===== config.mk =====
export PLATFORM = sky130hd
export DESIGN_NAME = i2c_eeprom_slave
export DESIGN_NICKNAME = d
export VERILOG_FILES = /design/src/rtl/i2c_ee_pkg.sv /design/src/rtl/i2c_ee_bus_front.sv /design/src/rtl/i2c_ee_dev_match.sv /design/src/rtl/i2c_ee_ctrl.sv /design/src/rtl/i2c_eeprom_slave.sv
export SDC_FILE = /design/constraint.sdc
export NUM_CORES = 1
export LEC_CHECK = 0
export ABC_AREA = 1
export BUFFER_PORTS_ARGS = -buffer_cell sky130_fd_sc_hd__buf_2
export CORE_MARGIN = 2
export CORE_UTILIZATION = 33
export CTS_CLUSTER_DIAMETER = 100
export DETAILED_ROUTE_END_ITERATION = 7
export PLACE_DENSITY_LB_ADDON = 0.25
export SYNTH_ARGS = -nofsm -noshare
export SYNTH_HDL_FRONTEND = slang
export SYNTH_SLANG_ARGS = --single-unit

===== constraint.sdc =====
create_clock -name clk -period 1.7 [get_ports clk]
set_clock_uncertainty 0.15 [all_clocks]
set_input_delay 0.34 -clock clk [delete_from_list [all_inputs] [get_ports clk]]
set_output_delay 0.34 -clock clk [all_outputs]
set_load 0.05 [all_outputs]

===== src/rtl/i2c_ee_pkg.sv =====
package i2c_ee_pkg;
  localparam int BYTE_BITS = 8;
  localparam logic [3:0] DEV_PREFIX = 4'b1010;

  typedef enum logic [2:0] {
    ST_IDLE,
    ST_DEV,
    ST_WORD,
    ST_WR,
    ST_RDARM,
    ST_RD
  } ee_state_t;
endpackage


===== src/rtl/i2c_ee_bus_front.sv =====
module i2c_ee_bus_front #(
  parameter int SYNC_STAGES = 2
) (
  input  logic clk,
  input  logic rst,
  input  logic scl_in,
  input  logic sda_in,
  output logic scl_lvl,
  output logic sda_lvl,
  output logic scl_rise,
  output logic scl_fall,
  output logic bus_start,
  output logic bus_stop
);
  logic [SYNC_STAGES:0] scl_p;
  logic [SYNC_STAGES:0] sda_p;

  always_ff @(posedge clk) begin
    if (rst) begin
      scl_p <= '1;
      sda_p <= '1;
    end else begin
      scl_p <= {scl_p[SYNC_STAGES-1:0], scl_in};
      sda_p <= {sda_p[SYNC_STAGES-1:0], sda_in};
    end
  end

  logic scl_now, scl_old, sda_now, sda_old;
  assign scl_now = scl_p[SYNC_STAGES-1];
  assign scl_old = scl_p[SYNC_STAGES];
  assign sda_now = sda_p[SYNC_STAGES-1];
  assign sda_old = sda_p[SYNC_STAGES];

  assign scl_lvl   = scl_now;
  assign sda_lvl   = sda_now;
  assign scl_rise  = scl_now & ~scl_old;
  assign scl_fall  = ~scl_now & scl_old;
  assign bus_start = scl_now & scl_old & sda_old & ~sda_now;
  assign bus_stop  = scl_now & scl_old & ~sda_old & sda_now;
endmodule


===== src/rtl/i2c_ee_dev_match.sv =====
module i2c_ee_dev_match
  import i2c_ee_pkg::*;
#(
  parameter int EXT_BITS = 3
) (
  input  logic [7:0] dev_byte,
  input  logic [2:0] pins,
  output logic       hit
);
  logic [2:0] field_ok;

  for (genvar k = 0; k < 3; k++) begin : g_sel
    if (k < EXT_BITS) begin : g_mem_bit
      assign field_ok[k] = 1'b1;
    end else begin : g_pin_bit
      assign field_ok[k] = (dev_byte[k+1] == pins[k]);
    end
  end

  assign hit = (dev_byte[7:4] == DEV_PREFIX) && (&field_ok);
endmodule


===== src/rtl/i2c_ee_ctrl.sv =====
module i2c_ee_ctrl
  import i2c_ee_pkg::*;
#(
  parameter int ADDR_W = 11,
  parameter int PAGE_W = 4
) (
  input  logic              clk,
  input  logic              rst,
  input  logic              scl_lvl,
  input  logic              scl_rise,
  input  logic              scl_fall,
  input  logic              bus_start,
  input  logic              bus_stop,
  input  logic              sda_bit,
  input  logic              dev_hit,
  input  logic              wp,
  input  logic [7:0]        rd_data,
  output logic [7:0]        rx_byte,
  output logic              sda_pull,
  output logic [ADDR_W-1:0] rd_addr,
  output logic              wr_en,
  output logic [ADDR_W-1:0] wr_addr,
  output logic [7:0]        wr_data
);
  localparam int EXT_BITS = ADDR_W - 8;
  localparam logic [ADDR_W-1:0] PAGE_MASK = ADDR_W'((1 << PAGE_W) - 1);
  localparam logic [3:0] ACK_SLOT = 4'd8;
  localparam logic [3:0] END_SLOT = 4'd9;

  ee_state_t         state;
  logic [3:0]        bitcnt;
  logic [7:0]        shreg;
  logic [7:0]        tx;
  logic [ADDR_W-1:0] addr;
  logic              mst_ack_n;

  logic [ADDR_W-1:0] addr_dev;
  logic [ADDR_W-1:0] addr_word;
  logic [ADDR_W-1:0] addr_page_next;

  always_comb begin
    addr_dev = addr;
    for (int i = 0; i < EXT_BITS; i++) addr_dev[8+i] = shreg[1+i];
    addr_word = addr;
    addr_word[7:0] = shreg;
    addr_page_next = (addr & ~PAGE_MASK) | ((addr + ADDR_W'(1)) & PAGE_MASK);
  end

  always_ff @(posedge clk) begin
    if (rst) begin
      state     <= ST_IDLE;
      bitcnt    <= '0;
      shreg     <= '0;
      tx        <= '0;
      addr      <= '0;
      mst_ack_n <= 1'b1;
      sda_pull  <= 1'b0;
      wr_en     <= 1'b0;
      wr_addr   <= '0;
      wr_data   <= '0;
    end else begin
      wr_en <= 1'b0;
      if (bus_stop) begin
        state    <= ST_IDLE;
        bitcnt   <= '0;
        sda_pull <= 1'b0;
      end else if (bus_start) begin
        state    <= ST_DEV;
        bitcnt   <= '0;
        sda_pull <= 1'b0;
      end else if (state != ST_IDLE) begin
        if (scl_rise) begin
          if (bitcnt < ACK_SLOT) shreg <= {shreg[6:0], sda_bit};
          else mst_ack_n <= sda_bit;
          if (bitcnt < END_SLOT) bitcnt <= bitcnt + 4'd1;
        end else if (scl_fall) begin
          if (bitcnt == ACK_SLOT) begin
            unique case (state)
              ST_DEV: begin
                if (dev_hit) begin
                  sda_pull <= 1'b1;
                  addr     <= addr_dev;
                  state    <= shreg[0] ? ST_RDARM : ST_WORD;
                end else begin
                  state <= ST_IDLE;
                end
              end
              ST_WORD: begin
                sda_pull <= 1'b1;
                addr     <= addr_word;
                state    <= ST_WR;
              end
              ST_WR: begin
                sda_pull <= 1'b1;
                wr_en    <= ~wp;
                wr_addr  <= addr;
                wr_data  <= shreg;
                addr     <= addr_page_next;
              end
              default: sda_pull <= 1'b0;
            endcase
          end else if (bitcnt == END_SLOT) begin
            bitcnt   <= '0;
            sda_pull <= 1'b0;
            if (state == ST_RDARM || (state == ST_RD && !mst_ack_n)) begin
              tx       <= {rd_data[6:0], 1'b0};
              sda_pull <= ~rd_data[7];
              addr     <= addr + ADDR_W'(1);
              state    <= ST_RD;
            end else if (state == ST_RD) begin
              state <= ST_IDLE;
            end
          end else if (state == ST_RD && bitcnt != 4'd0) begin
            sda_pull <= ~tx[7];
            tx       <= {tx[6:0], 1'b0};
          end
        end
      end
    end
  end

  assign rx_byte = shreg;
  assign rd_addr = addr;

  // an idle engine never drives the line
  p_idle_released_r2: assert property (@(posedge clk) disable iff (rst)
    (state == ST_IDLE) |-> !sda_pull);

  // a store strobe only follows a cycle with protection off
  p_store_unprotected_r10: assert property (@(posedge clk) disable iff (rst)
    wr_en |-> !$past(wp));

  // one strobe per byte, never two cycles in a row
  p_store_single_r5: assert property (@(posedge clk) disable iff (rst)
    wr_en |=> !wr_en);

  // the pull-down moves only while the bus clock is low
  p_pull_moves_low_r9: assert property (@(posedge clk) disable iff (rst)
    (sda_pull != $past(sda_pull)) |-> !scl_lvl);

  // outside reading, the line is only pulled in the acknowledge slot
  p_ack_slot_only_r5: assert property (@(posedge clk) disable iff (rst)
    (sda_pull && state != ST_RD) |-> (bitcnt >= ACK_SLOT));
endmodule


===== src/rtl/i2c_eeprom_slave.sv =====
module i2c_eeprom_slave
  import i2c_ee_pkg::*;
#(
  parameter int ADDR_W      = 11,
  parameter int PAGE_W      = 4,
  parameter int SYNC_STAGES = 2
) (
  input  logic              clk,
  input  logic              rst,
  input  logic              scl_in,
  input  logic              sda_in,
  output logic              sda_pull,
  input  logic [2:0]        pin_sel,
  input  logic              wp,
  output logic [ADDR_W-1:0] mem_rd_addr,
  input  logic [7:0]        mem_rd_data,
  output logic              mem_wr_en,
  output logic [ADDR_W-1:0] mem_wr_addr,
  output logic [7:0]        mem_wr_data
);
  localparam int EXT_BITS = ADDR_W - 8;

  logic scl_lvl, sda_lvl, scl_rise, scl_fall, bus_start, bus_stop;
  logic [7:0] rx_byte;
  logic dev_hit;

  i2c_ee_bus_front #(.SYNC_STAGES(SYNC_STAGES)) u_front (
    .clk      (clk),
    .rst      (rst),
    .scl_in   (scl_in),
    .sda_in   (sda_in),
    .scl_lvl  (scl_lvl),
    .sda_lvl  (sda_lvl),
    .scl_rise (scl_rise),
    .scl_fall (scl_fall),
    .bus_start(bus_start),
    .bus_stop (bus_stop)
  );

  i2c_ee_dev_match #(.EXT_BITS(EXT_BITS)) u_match (
    .dev_byte(rx_byte),
    .pins    (pin_sel),
    .hit     (dev_hit)
  );

  i2c_ee_ctrl #(.ADDR_W(ADDR_W), .PAGE_W(PAGE_W)) u_ctrl (
    .clk      (clk),
    .rst      (rst),
    .scl_lvl  (scl_lvl),
    .scl_rise (scl_rise),
    .scl_fall (scl_fall),
    .bus_start(bus_start),
    .bus_stop (bus_stop),
    .sda_bit  (sda_lvl),
    .dev_hit  (dev_hit),
    .wp       (wp),
    .rd_data  (mem_rd_data),
    .rx_byte  (rx_byte),
    .sda_pull (sda_pull),
    .rd_addr  (mem_rd_addr),
    .wr_en    (mem_wr_en),
    .wr_addr  (mem_wr_addr),
    .wr_data  (mem_wr_data)
  );
endmodule


* Yosys cells after proc, flatten, opt, wreduce, memory -nomap -nowiden
Cells that the tools add are included.
** Word-level totals
- Register bits after elaboration :: 62
- Logic and storage cells :: 121
** Operators by class
- $add $sub $neg :: 2
- $lt $le $gt $ge :: 2
- Equal/unequal tests :: 19
- Mux-type cells :: 30
- Bitwise operators :: 23
- Reduce and logical (&&, ||, !) cells :: 31
** Operators by type and width (count)
- $mux 11 :: 4
- $pmux 11 s3 :: 1
- $mux 8 :: 3
- $mux 4 :: 5
- $reduce_and 5->1 :: 4
- $mux 3 :: 6
- $not 1->1 :: 15
- $reduce_bool 2->1 :: 7
- $eq 4x4->1 const B :: 3
- $ne 3x3->1 const B :: 4
- $reduce_and 6->1 :: 2
- $reduce_bool 3->1 :: 4
- $add 11x1->11 const B :: 1
- $or 11x4->11 :: 1
- $reduce_and 10->1 :: 1
- $mux 1 :: 9
- $reduce_and 9->1 :: 1
- $lt 4x4->1 const B :: 2
- $ne 2x2->1 const B :: 4
- $reduce_and 8->1 :: 1
- $reduce_bool 4->1 :: 2
- $reduce_or 8->1 :: 1
- $and 1x1->1 :: 7
- $reduce_and 7->1 :: 1
- other kinds (13) :: 18

* Longest topological paths before layout
Gate-level depths: netlist (run 1).
- Depth after elaboration :: 10
- Mapped depth :: 12
- Depth with buffers taken out :: 11

* By module
Synthesis (run 1) repeated with hierarchy kept, for this count alone.
** Unflattened totals
- Cell total of the unflattened synthesis :: 456
- Area, all modules :: 3108.0 µm²
** By module, submodules not included
- i2c_ee_ctrl :: instances 1, cells an instance 427, area each 2889.0 µm²
- i2c_ee_bus_front :: instances 1, cells an instance 24, area each 197.7 µm²
- i2c_ee_dev_match :: instances 1, cells an instance 5, area each 21.3 µm²

* Worst setup path after synthesis (run 1)
No wires, ideal clock.
- Kind :: reg-to-reg
- From :: reg u_ctrl.addr[0], in the netlist u_ctrl.rd_addr[0]
- To :: reg u_ctrl.addr[10], in the netlist u_ctrl.rd_addr[10]
- Setup time :: 0.111 ns
- Arrival time :: 1.676 ns
- Data required time :: 1.439 ns
- Slack :: -0.237 ns
- Stages on the path, launching flop included :: 9
- Cell sequence :: dfxtp_1 ha_1 nand3_1 nor2_1 nand3_1 nor2_1 nor2_1 nor2_1 nor2_1
** On the way
- Cells in the longest elaborated chain, start to end :: 4
** RTL lines
- start: declaration :: RTL line i2c_ee_ctrl.sv:34 : logic [ADDR_W-1:0] addr;
- start signal: assignment :: RTL line i2c_ee_ctrl.sv:82 : addr <= addr_dev;
- start signal: assignment :: RTL line i2c_ee_ctrl.sv:90 : addr <= addr_word;
- start signal: assignment :: RTL line i2c_ee_ctrl.sv:98 : addr <= addr_page_next;
- $add 11x1->11
- $mux 11 :: RTL line i2c_ee_ctrl.sv:105 : if (state == ST_RDARM || (state == ST_RD && !mst_ack_n)) begin
- $mux 11 :: RTL line i2c_ee_ctrl.sv:102 : end else if (bitcnt == END_SLOT) begin
- $mux 11 :: RTL line i2c_ee_ctrl.sv:77 : if (bitcnt == ACK_SLOT) begin
Every way passes these cells. The select of a mux whose other input is x is not followed.
A chain may end at the register's enable or synchronous reset.

* Final worst setup path (run 1)
- From :: reg u_ctrl.bitcnt[1]
- To :: reg u_ctrl.wr_addr[9]
** On the way
- Cells in the longest elaborated chain, start to end :: 2
** RTL lines
- start: declaration :: RTL line i2c_ee_ctrl.sv:31 : logic [3:0] bitcnt;
- start signal: assignment :: RTL line i2c_ee_ctrl.sv:75 : if (bitcnt < END_SLOT) bitcnt <= bitcnt + 4'd1;
- $eq 4x4->1 :: RTL line i2c_ee_ctrl.sv:77
- $reduce_and 7->1 (no line)
- end signal: assignment :: RTL line i2c_ee_ctrl.sv:96 : wr_addr <= addr;
- end: declaration :: RTL line i2c_ee_ctrl.sv:22 : output logic [ADDR_W-1:0] wr_addr,
Every way passes these cells.

==> flow_summary.ini, run 1 <==
[critical_path]
critical_path_required_ns = 1.83
setup.worst_path.class = register to register
timing.critical_path.arrival_ns = 1.88
timing.critical_path.from_type = register
crit_path_top_delay_cell = sky130_fd_sc_hd__dfxtp_2
crit_path_end_kind = register
path_max_fanout = 8
ordered_cell_list_for_the_critical_path = inv_4 -> ha_4 -> nand3_4 -> buf_6 -> nor3_4 -> buf_4 -> clkbuf_16 -> nor2_1 -> a211oi_2
critical-path-max-stage-delay_ns = 0.34

[grt]
met1_usage = 0.203
global_route.peak_usage_layer = met2
global_route.usage.met3 = 0.0494
antenna_violations_before_repair = 0
grt_max_degree = 43
global_route.overflow_total = 0
grt_first_pass_wirelength_mm = 14.1
first_global_vias = 2965
grt_use_met2 = 0.313
grtUsageTotal = 0.178

[logic_synthesis]
ys_warn_count = 0
synth_cell_types = 29
synth-edff-count = 0
synth-seq-area-share = 0.401
yosys_register_bits = 61
synth.cell_area_um2 = 3040
synth.largest_area_cell = sky130_fd_sc_hd__dfxtp_1
most_repeated_cell_in_the_gate_level_netlist_after_synthesis = sky130_fd_sc_hd__nand2_1
ys_dominant_reg_cell = sky130_fd_sc_hd__dfxtp_1
synth-async-reset-ratio = 0
synth_top_area_frac = 0.401
synth_cells = 453
syn_area_per_cell_um2 = 6.72
post_synth_most_frequent_cells = sky130_fd_sc_hd__nand2_1, sky130_fd_sc_hd__dfxtp_1, sky130_fd_sc_hd__nor2_1
synth_top_cells_by_area = sky130_fd_sc_hd__dfxtp_1, sky130_fd_sc_hd__nand2_1, sky130_fd_sc_hd__nor2_1
number_of_nets_produced_by_synthesis = 473

[floorplanning]
io_pins = 48
design.die.area_um2 = 10000
die_x_um = 100
fp-row-count = 35
die-height_um = 100
start_util = 0.334
core_um2 = 9110

[placed_design]
final_weighted_congestion_of_routability_driven_global_placement = 0.922
dp.cells = 636
cell_area_placed_um2 = 3650
dp_slack_ns = -0.177
dpl.hpwl_mm = 6.03
port_buffers = 44

[clocking]
max_buffers_root_to_sink = 2
cts_made_buffers = 9
tritoncts_num_sinks = 61
clk_transition_reported_paths_ns = 0.07
clock_tree.htree_level_count = 3
cts_root_buffer = sky130_fd_sc_hd__clkbuf_8
clkLatencyLatePin_ns = 0.36
tritoncts = done

[pwr]
p_comb_frac = 0.032
internal_power_uw = 2300
sw_power_uw = 697
power.share.clock = 0.487
swShare = 0.232
p_leak_uw = 0.00193
power_density_over_the_cells_nw_per_um2 = 706
report.power.total_uw = 3000
part_of_the_total_power_dissipated_in_sequential_elements = 0.481
max-vdd-ir-drop_mv = 0.467

[status]
violations = setup timing
result_of_the_run = complete, but fails checks

[route]
vias_per_cell = 4.89
number_of_iterations_in_the_first_detailed_routing_pass = 4
dr_total_vias = 3252
totalWireLength_mm = 8.97
initialDrtViolationCount = 191
drc_errors = 0
routedWlPerCell_um = 13.5
final_antenna_net_count = 0

[timing]
fin_crit_sh = 1.03
final_critical_path_time_including_i_o_delays_and_setup_ns = 1.76
slew_headroom = 0.733
timing.fmax_mhz = 570
report.final.slew_viol_count = 0
worst_pin_slew_ns = 0.400
sum_of_negative_setup_slack_ns = -0.441
number_of_hold_violations_in_the_final_report = 0
setup_ws_ns = -0.0557
setup_viol_count_final = 19
rsz0062_at_grt = yes

[cells_and_area]
n_antenna_cell = 0
layout.area.seq_um2 = 1230
final_cells = 665
design_area_um2 = 4250
drive_gt1_frac = 0.345
nNetsFinal = 569
multi_input_comb_area_um2 = 1830
layout-area-overhead-vs-synth_pct = 39.6
filler_cell_count = 909

[worst_hold_path]
min_path_type = primary input to register

[job]
maxcap_violations = 0
## critical path: cells and delay by family, from the launching register on
family / cells / cell delay (ns)
buffers and inverters: 4 / 0.54
AO/OA/AOI/OAI: 1 / 0.13
adder cells (fa/ha/maj): 1 / 0.15
AND/OR/NAND/NOR: 3 / 0.38
flip-flops: 1 / 0.34
## power groups by stage
stage / combinational [uW] / clock [uW] / sequential [uW]
after floorplan: 50.3 / 0 / 1470
after global placement: 87.3 / 0 / 1480
after detailed placement: 89.1 / 0 / 1480
after CTS: 91.7 / 1500 / 1440
after global routing: 107 / 1550 / 1440
final: 95.4 / 1460 / 1440
## path summary, 6_finish.rpt
kind         cells after the start                 to  slack [ns]             start
min reg2reg                      1   u_front.sda_p[1]        0.26  u_front.sda_p[0]
min                              2   u_front.scl_p[0]        0.02            scl_in
max reg2reg                      9  u_ctrl.wr_addr[9]       -0.06  u_ctrl.bitcnt[1]
max                              9  u_ctrl.wr_addr[9]       -0.06  u_ctrl.bitcnt[1]
## flip-flops by register name (all words and copies together), names as in the netlist
signal,cells
u_ctrl.rd_addr,11
u_ctrl.wr_addr,11
u_ctrl.rx_byte,8
u_ctrl.wr_data,8
u_ctrl.tx,7
u_ctrl.bitcnt,4
u_ctrl.state,3
u_front.scl_p,3
u_front.sda_p,3
u_ctrl.mst_ack_n,1
u_ctrl.sda_pull,1
u_ctrl.wr_en,1
## kinds of logic (layout without fill, tap and decap cells)
kind of cell,count (synthesis),count (layout),synth area share
compound gates,95,95,0.169
fa+ha+maj,4,4,0.0164
simple gates,240,240,0.336
xor+xnor,2,2,0.00576
flops,61,61,0.401
buf+inv,51,152,0.0720
## through the flow
step | utilization | hold WS, ns
4_1_cts | 0.438 | 0.00461
2_1_floorplan | - | 0.239
5_1_grt | 0.466 | 0.0117
3_3_place_gp | 0.401 | 0.245
3_5_place_dp | 0.401 | 0.250
6_report | 0.466 | 0.0174
## metal layers
metal | wire [um] | share of wire | vias to the layer above
met5 | 0 | 0 | -
met4 | 227 | 0.025 | 0
met3 | 332 | 0.037 | 18
met2 | 4570 | 0.51 | 70
met1 | 3840 | 0.43 | 1500
li1 | - | - | 1664
## cell type report
class	count	area share
Clock buffer	9	0.0292
Clock inverter	7	0.0230
Inverter	39	0.0351
Multi-Input combinational cell	341	0.430
Sequential cell	61	0.290
Tap cell	111	0.0327
Timing Repair Buffer	97	0.160
## cell usage in the layout (no fill, tap or decap), drive strengths merged
cell / synthesis / routed
nor3: 8 / 8
xor2: 1 / 1
clkinv: 0 / 2
nand4: 3 / 3
dfxtp: 61 / 61
a211oi: 2 / 2
inv: 39 / 40
a21oi: 34 / 34
o22ai: 4 / 4
or2: 6 / 6
o21bai: 1 / 1
buf: 7 / 95
clkinvlp: 0 / 2
dlygate4sd3: 0 / 1
o311ai: 1 / 1
xnor2: 1 / 1
clkbuf: 5 / 10
nor2: 65 / 65
ha: 4 / 4
nand2: 131 / 131
nand3: 26 / 26
o21ai: 53 / 53
nor4: 1 / 1
bufinv: 0 / 2
## what timing repair did
item	in CTS	in global routing
hold buffers	1	0
setup endpoints to repair	38	44
pin swaps	2	24
buffers inserted	2	9
cloned	1	1
gates resized for setup	18	62
hold endpoints to repair	1	0
No activity file was read; power rests on OpenSTA's default activity.
==> run 2, diff against run 1 <==
PLACE_DENSITY_LB_ADDON = 0.2   (was 0.25)
==> run 2 against run 1 <==
  * The flow still finishes with violations (setup timing)
  * Fmax up 2.0%
  * Sequential share of layout area up 1.1 points
  * Combinational power about the same
  * Power down 6.2%
  * Final area down 3.4%
  * Register-to-register slack better by 0.03 ns
==> flow_summary.ini, run 2 (synthesis gave the netlist of run 1 again) <==
[status]
result_of_the_run = complete, but fails checks
violations = setup timing

[grt]
grt_first_pass_wirelength_mm = 14.2
global_route.overflow_total = 0
antenna_violations_before_repair = 0
grt_max_degree = 43
first_global_vias = 3035
grtUsageTotal = 0.179

[route]
vias_per_cell = 4.77
dr_total_vias = 3168
drc_errors = 0
routedWlPerCell_um = 12.6
final_antenna_net_count = 0
totalWireLength_mm = 8.39
number_of_iterations_in_the_first_detailed_routing_pass = 4
initialDrtViolationCount = 179

[worst_hold_path]
worstHoldPathCells = 2
hold_path.startpoint = sda_in
worst_hold_path.endpoint = u_front.sda_p[0]
min_path_type = primary input to register

[critical_path]
worstReg2RegEnd = u_ctrl.rd_addr[2]
path_max_fanout = 8
timing.critical_path.from_type = register
setup.worst_path.class = register to register
critical_path.reg2reg.startpoint = u_ctrl.bitcnt[1]
r2r.worst_path.cells = 10
crit_path_end_kind = register
critical_path_required_ns = 1.82
setup.reg_to_reg.worst_slack_ns = -0.02
timing.critical_path.arrival_ns = 1.84

[cells_and_area]
drive_gt1_frac = 0.315
n_antenna_cell = 0
utilization = 0.451
final_cell_mix = sky130_fd_sc_hd__nand2_1, sky130_fd_sc_hd__dfxtp_1, sky130_fd_sc_hd__nor2_1
filler_cell_count = 946
nNetsFinal = 568
layout-area-overhead-vs-synth_pct = 34.9
mostFrequentLayoutCell = sky130_fd_sc_hd__nand2_1

[pwr]
part_of_the_total_power_dissipated_in_sequential_elements = 0.512
power.share.clock = 0.454
p_leak_uw = 0.00187
swShare = 0.237
sw_power_uw = 667
p_comb_frac = 0.034
max-vdd-ir-drop_mv = 0.390
power_density_over_the_cells_nw_per_um2 = 686
internal_power_uw = 2150
report.power.total_uw = 2810

[timing]
timing.fmax_mhz = 581
setup_viol_count_final = 3
worst_pin_slew_ns = 0.397
slew_headroom = 0.736
final_critical_path_time_including_i_o_delays_and_setup_ns = 1.72
sum_of_negative_setup_slack_ns = -0.0423
number_of_hold_violations_in_the_final_report = 0
setup_ws_ns = -0.0218
fin_crit_sh = 1.01
report.final.slew_viol_count = 0
rsz0062_at_grt = yes

[floorplanning]
die-height_um = 100
start_util = 0.334
fp-row-count = 35
core_um2 = 9110
design.die.area_um2 = 10000
io_pins = 48
die_x_um = 100

[clocking]
clock_tree.htree_level_count = 3
cts_root_buffer = sky130_fd_sc_hd__clkbuf_8
tritoncts_num_sinks = 61
clk_transition_reported_paths_ns = 0.08
cts_made_buffers = 9
max_buffers_root_to_sink = 2
tritoncts = done
clkLatencyLatePin_ns = 0.34

[placed_design]
dpl.hpwl_mm = 6.07
port_buffers = 44
final_weighted_congestion_of_routability_driven_global_placement = 0.930

[job]
maxcap_violations = 0
==> run 2: cell count changes in the layout (fill, tap and decap cells not counted), sizes merged <==
| cell | delta |
|---|---|
| clkinv | +1 |
| bufinv | -1 |
| inv | -1 |
==> run 2: metrics by stage <==
stage                     hold slack [ns]  worst slack, ns  std cells  instance area [um^2]
after CTS                          0.0102         -0.00924        668                  4100
final                              0.0317          -0.0218        664                  4100
after detailed placement            0.247           -0.162        642                  3710
after global routing               0.0132           -0.107        664                  4100
after global placement              0.244           -0.136        642                  3710
after floorplan                     0.239          0.00250        453                  3050
==> run 2: repair_timing <==
item | CTS | global route
pin swaps | 3 | 13
endpoints found under the hold margin | 1 | 0
buffers inserted | 7 | 0
hold buffers | 1 | 0
resized for setup | 27 | 32
setup endpoints to repair | 41 | 46
gates cloned | 2 | 0
==> run 2: area by class of cell <==
class                      count  area, um^2  share of cell area
multi-input combinational    341        1740               0.423
sequential                    61        1240               0.302
timing repair buffer          96         652               0.159
inverter                      39         146              0.0357
tap                          111         139              0.0338
clock buffer                  10         128              0.0311
clock inverter                 6        63.8              0.0155
==> run 2: power by group through the flow <==
stage / sequential [uW] / combinational (uW) / clock, uW
2_1_floorplan: 1470 / 50.3 / 0
3_3_place_gp: 1480 / 91.2 / 0
3_5_place_dp: 1480 / 91.8 / 0
4_1_cts: 1440 / 94.5 / 1320
5_1_grt: 1440 / 107 / 1380
6_report: 1440 / 95.4 / 1280
==> run 2: how the worst max path moves through the flow <==
stage / start / to / slack [ns] / cells past startpoint
floorplan: u_ctrl.rd_addr[4] / u_ctrl.rd_addr[9] / 0.003 / 9
global placement: u_ctrl.bitcnt[0] / u_ctrl.wr_addr[7] / -0.14 / 8
finish: u_ctrl.bitcnt[1] / u_ctrl.rd_addr[2] / -0.02 / 10
detailed placement: u_ctrl.bitcnt[0] / u_ctrl.wr_addr[7] / -0.16 / 8
global route: u_ctrl.bitcnt[1] / u_ctrl.rd_addr[2] / -0.11 / 10
CTS: u_ctrl.bitcnt[1] / u_ctrl.wr_addr[10] / -0.009 / 9
==> run 2: routing by layer <==
metal / global-route usage / vias to the layer above / wire length (um)
met2: 0.296 / 64 / 3900
met1: 0.226 / 1424 / 4000
li1: - / 1665 / -
met3: 0.0446 / 15 / 314
met4: 0.0695 / 0 / 172
met5: 0 / - / 0
==> run 2: critical path: stages, from the launching register on <==
cell and delay (ns):
sky130_fd_sc_hd__dfxtp_2 0.33, sky130_fd_sc_hd__inv_2 0.07, sky130_fd_sc_hd__ha_4 0.15, sky130_fd_sc_hd__nand3_4 0.11, sky130_fd_sc_hd__buf_4 0.17, sky130_fd_sc_hd__nand2_4 0.08
sky130_fd_sc_hd__nand3_1 0.10, sky130_fd_sc_hd__nor2_2 0.12, sky130_fd_sc_hd__buf_6 0.14, sky130_fd_sc_hd__o21ai_0 0.08, sky130_fd_sc_hd__nor2_1 0.15
==> run 3, diff against run 2 <==
REMOVE_ABC_BUFFERS = 1   (was default)
==> run 3 against run 2 <==
  * The flow now finishes without violations
  * Non-clock buffer count decreased by 1
  * Final cell count down 0.30%
  * Combinational power is 2% higher
  * Clock-buffer cell count increased by 1
  * Die area is the same
  * Global-route usage decreased by 1.2 points
  * Flip-flop and latch count unchanged
  * Setup slack gained 0.040 ns
  * Routed wire length increased by 5.6%
  * Core utilization up 0.55 points
  * Final area is 1.2% higher
==> flow_summary.ini, run 3 (synthesis gave the netlist of run 1 again) <==
[status]
result_of_the_run = finished, final reports clean

[cells_and_area]
layout.area.seq_um2 = 1230
final_cells = 662
nNetsFinal = 567
mostFrequentLayoutCell = sky130_fd_sc_hd__nand2_1
layout-area-overhead-vs-synth_pct = 36.5
multi_input_comb_area_um2 = 1750
filler_cell_count = 951
drive_gt1_frac = 0.309
utilization = 0.456
n_antenna_cell = 0
final_cell_mix = sky130_fd_sc_hd__nand2_1, sky130_fd_sc_hd__dfxtp_1, sky130_fd_sc_hd__nor2_1

[job]
maxcap_violations = 0

[floorplanning]
die-height_um = 100
design.die.area_um2 = 10000
fp-row-count = 35
start_util = 0.334
io_pins = 48
core_um2 = 9110
die_x_um = 100

[pwr]
part_of_the_total_power_dissipated_in_sequential_elements = 0.504
p_leak_uw = 0.00190
max-vdd-ir-drop_mv = 0.339
power.share.clock = 0.462
internal_power_uw = 2210
power_density_over_the_cells_nw_per_um2 = 687
p_comb_frac = 0.034
swShare = 0.224
sw_power_uw = 641
report.power.total_uw = 2860

[route]
initialDrtViolationCount = 218
routedWlPerCell_um = 13.4
vias_per_cell = 4.90
dr_total_vias = 3245
drc_errors = 0
totalWireLength_mm = 8.85
final_antenna_net_count = 0
number_of_iterations_in_the_first_detailed_routing_pass = 5

[grt]
grtUsageTotal = 0.168
grt_first_pass_wirelength_mm = 13.3
antenna_violations_before_repair = 0
grt_max_degree = 43
global_route.overflow_total = 0
first_global_vias = 2825

[clocking]
clk_transition_reported_paths_ns = 0.07
cts_made_buffers = 9
max_buffers_root_to_sink = 2
cts_root_buffer = sky130_fd_sc_hd__clkbuf_8
clock_tree.htree_level_count = 3
tritoncts = done
tritoncts_num_sinks = 61
clkLatencyLatePin_ns = 0.34
post_cts_hold_buffer_count = 0

[critical_path]
timing.critical_path.to = u_ctrl.rd_addr[7]
setup.worst_path.class = register to register
timing.critical_path.depth = 9
critical_path.reg2reg.startpoint = u_ctrl.bitcnt[1]
crit_path_top_delay_cell = sky130_fd_sc_hd__dfxtp_2
critical_path_required_ns = 1.82
worstReg2RegEnd = u_ctrl.rd_addr[7]
cp.buffers_inverters = 2
timing.critical_path.from_type = register
r2r.worst_path.cells = 9
setup.reg_to_reg.worst_slack_ns = 0.02
worst_setup_path_startpoint = u_ctrl.bitcnt[1]
timing.critical_path.arrival_ns = 1.80
crit_path_end_kind = register
path_max_fanout = 8
critical-path-max-stage-delay_ns = 0.34
ordered_cell_list_for_the_critical_path = inv_4 -> ha_4 -> nand3_4 -> nand2_2 -> nand3_1 -> nor2_2 -> buf_4 -> nand2_1 -> a21oi_1
cell_class_contributing_the_biggest_share_of_worst_path_delay = simple AND/OR/NAND/NOR gates

[placed_design]
port_buffers = 44
dpl.hpwl_mm = 5.94
final_weighted_congestion_of_routability_driven_global_placement = 0.943
dp.cells = 639

[worst_hold_path]
min_path_type = primary input to register

[timing]
hold_ws_ns = 0.0268
report.final.slew_viol_count = 0
setup_viol_count_final = 0
slew_headroom = 0.730
worst_pin_slew_ns = 0.400
rsz0062_at_grt = yes
timing.fmax_mhz = 595
number_of_hold_violations_in_the_final_report = 0
fin_crit_sh = 0.989
final_critical_path_time_including_i_o_delays_and_setup_ns = 1.68
[run 3: cell count changes in the layout (fill, tap and decap cells not counted), moves of 4 or more]
cell and change:
sky130_fd_sc_hd__nor2_2 -4, sky130_fd_sc_hd__dfxtp_1 +4, sky130_fd_sc_hd__o21ai_1 +4, sky130_fd_sc_hd__dfxtp_2 -5
[run 3: cell type report]
| class | count | area share |
|---|---|---|
| Clock buffer | 11 | 0.0364 |
| Clock inverter | 4 | 0.0114 |
| Inverter | 39 | 0.0364 |
| Multi-Input combinational cell | 341 | 0.421 |
| Sequential cell | 61 | 0.297 |
| Tap cell | 111 | 0.0334 |
| Timing Repair Buffer | 95 | 0.164 |
[run 3: power groups by stage]
stage | clock network [uW] | logic (uW) | registers [uW]
after floorplan | 0 | 44.7 | 1470
after global placement | 0 | 91.3 | 1480
after detailed placement | 0 | 91.6 | 1480
after CTS | 1360 | 92.4 | 1440
after global routing | 1440 | 108 | 1440
final | 1320 | 97.1 | 1440
[run 3: worst min path at each step]
| stage | start | to | slack [ns] | depth (start not counted) |
|---|---|---|---|---|
| floorplan | u_front.scl_p[0] | u_front.scl_p[1] | 0.24 | 1 |
| global placement | u_front.scl_p[0] | u_front.scl_p[1] | 0.24 | 1 |
| detailed placement | u_front.scl_p[0] | u_front.scl_p[1] | 0.25 | 1 |
| CTS | scl_in | u_front.scl_p[0] | 0.009 | 2 |
| global route | scl_in | u_front.scl_p[0] | 0.005 | 2 |
| finish | scl_in | u_front.scl_p[0] | 0.03 | 2 |
[run 3: timing repair]
action	in CTS	in global routing
setup endpoints to repair	41	39
cloned	0	2
buffers inserted	1	5
gates resized for setup	15	46
pin swaps	2	4
endpoints found under the hold margin	0	0
[run 3: routing by layer]
layer  vias to the layer above  wire length, um  global-route usage  part of all wire
met1                      1494             4210               0.232              0.48
met4                         0              164              0.0611             0.019
met5                         -                0                   0                 0
li1                       1662                -                   -                 -
met2                        74             4020               0.251              0.45
met3                        15              453              0.0460             0.051
[run 3: stage by stage]
stage,setup TNS (ns),setup WS [ns],cell area [um^2]
after floorplan,-10.91,-0.496,2970
after global placement,-1.84,-0.144,3680
after detailed placement,-2.63,-0.173,3680
after CTS,0,0.00464,3940
after global routing,-1.24,-0.0802,4150
final,0,0.0186,4150
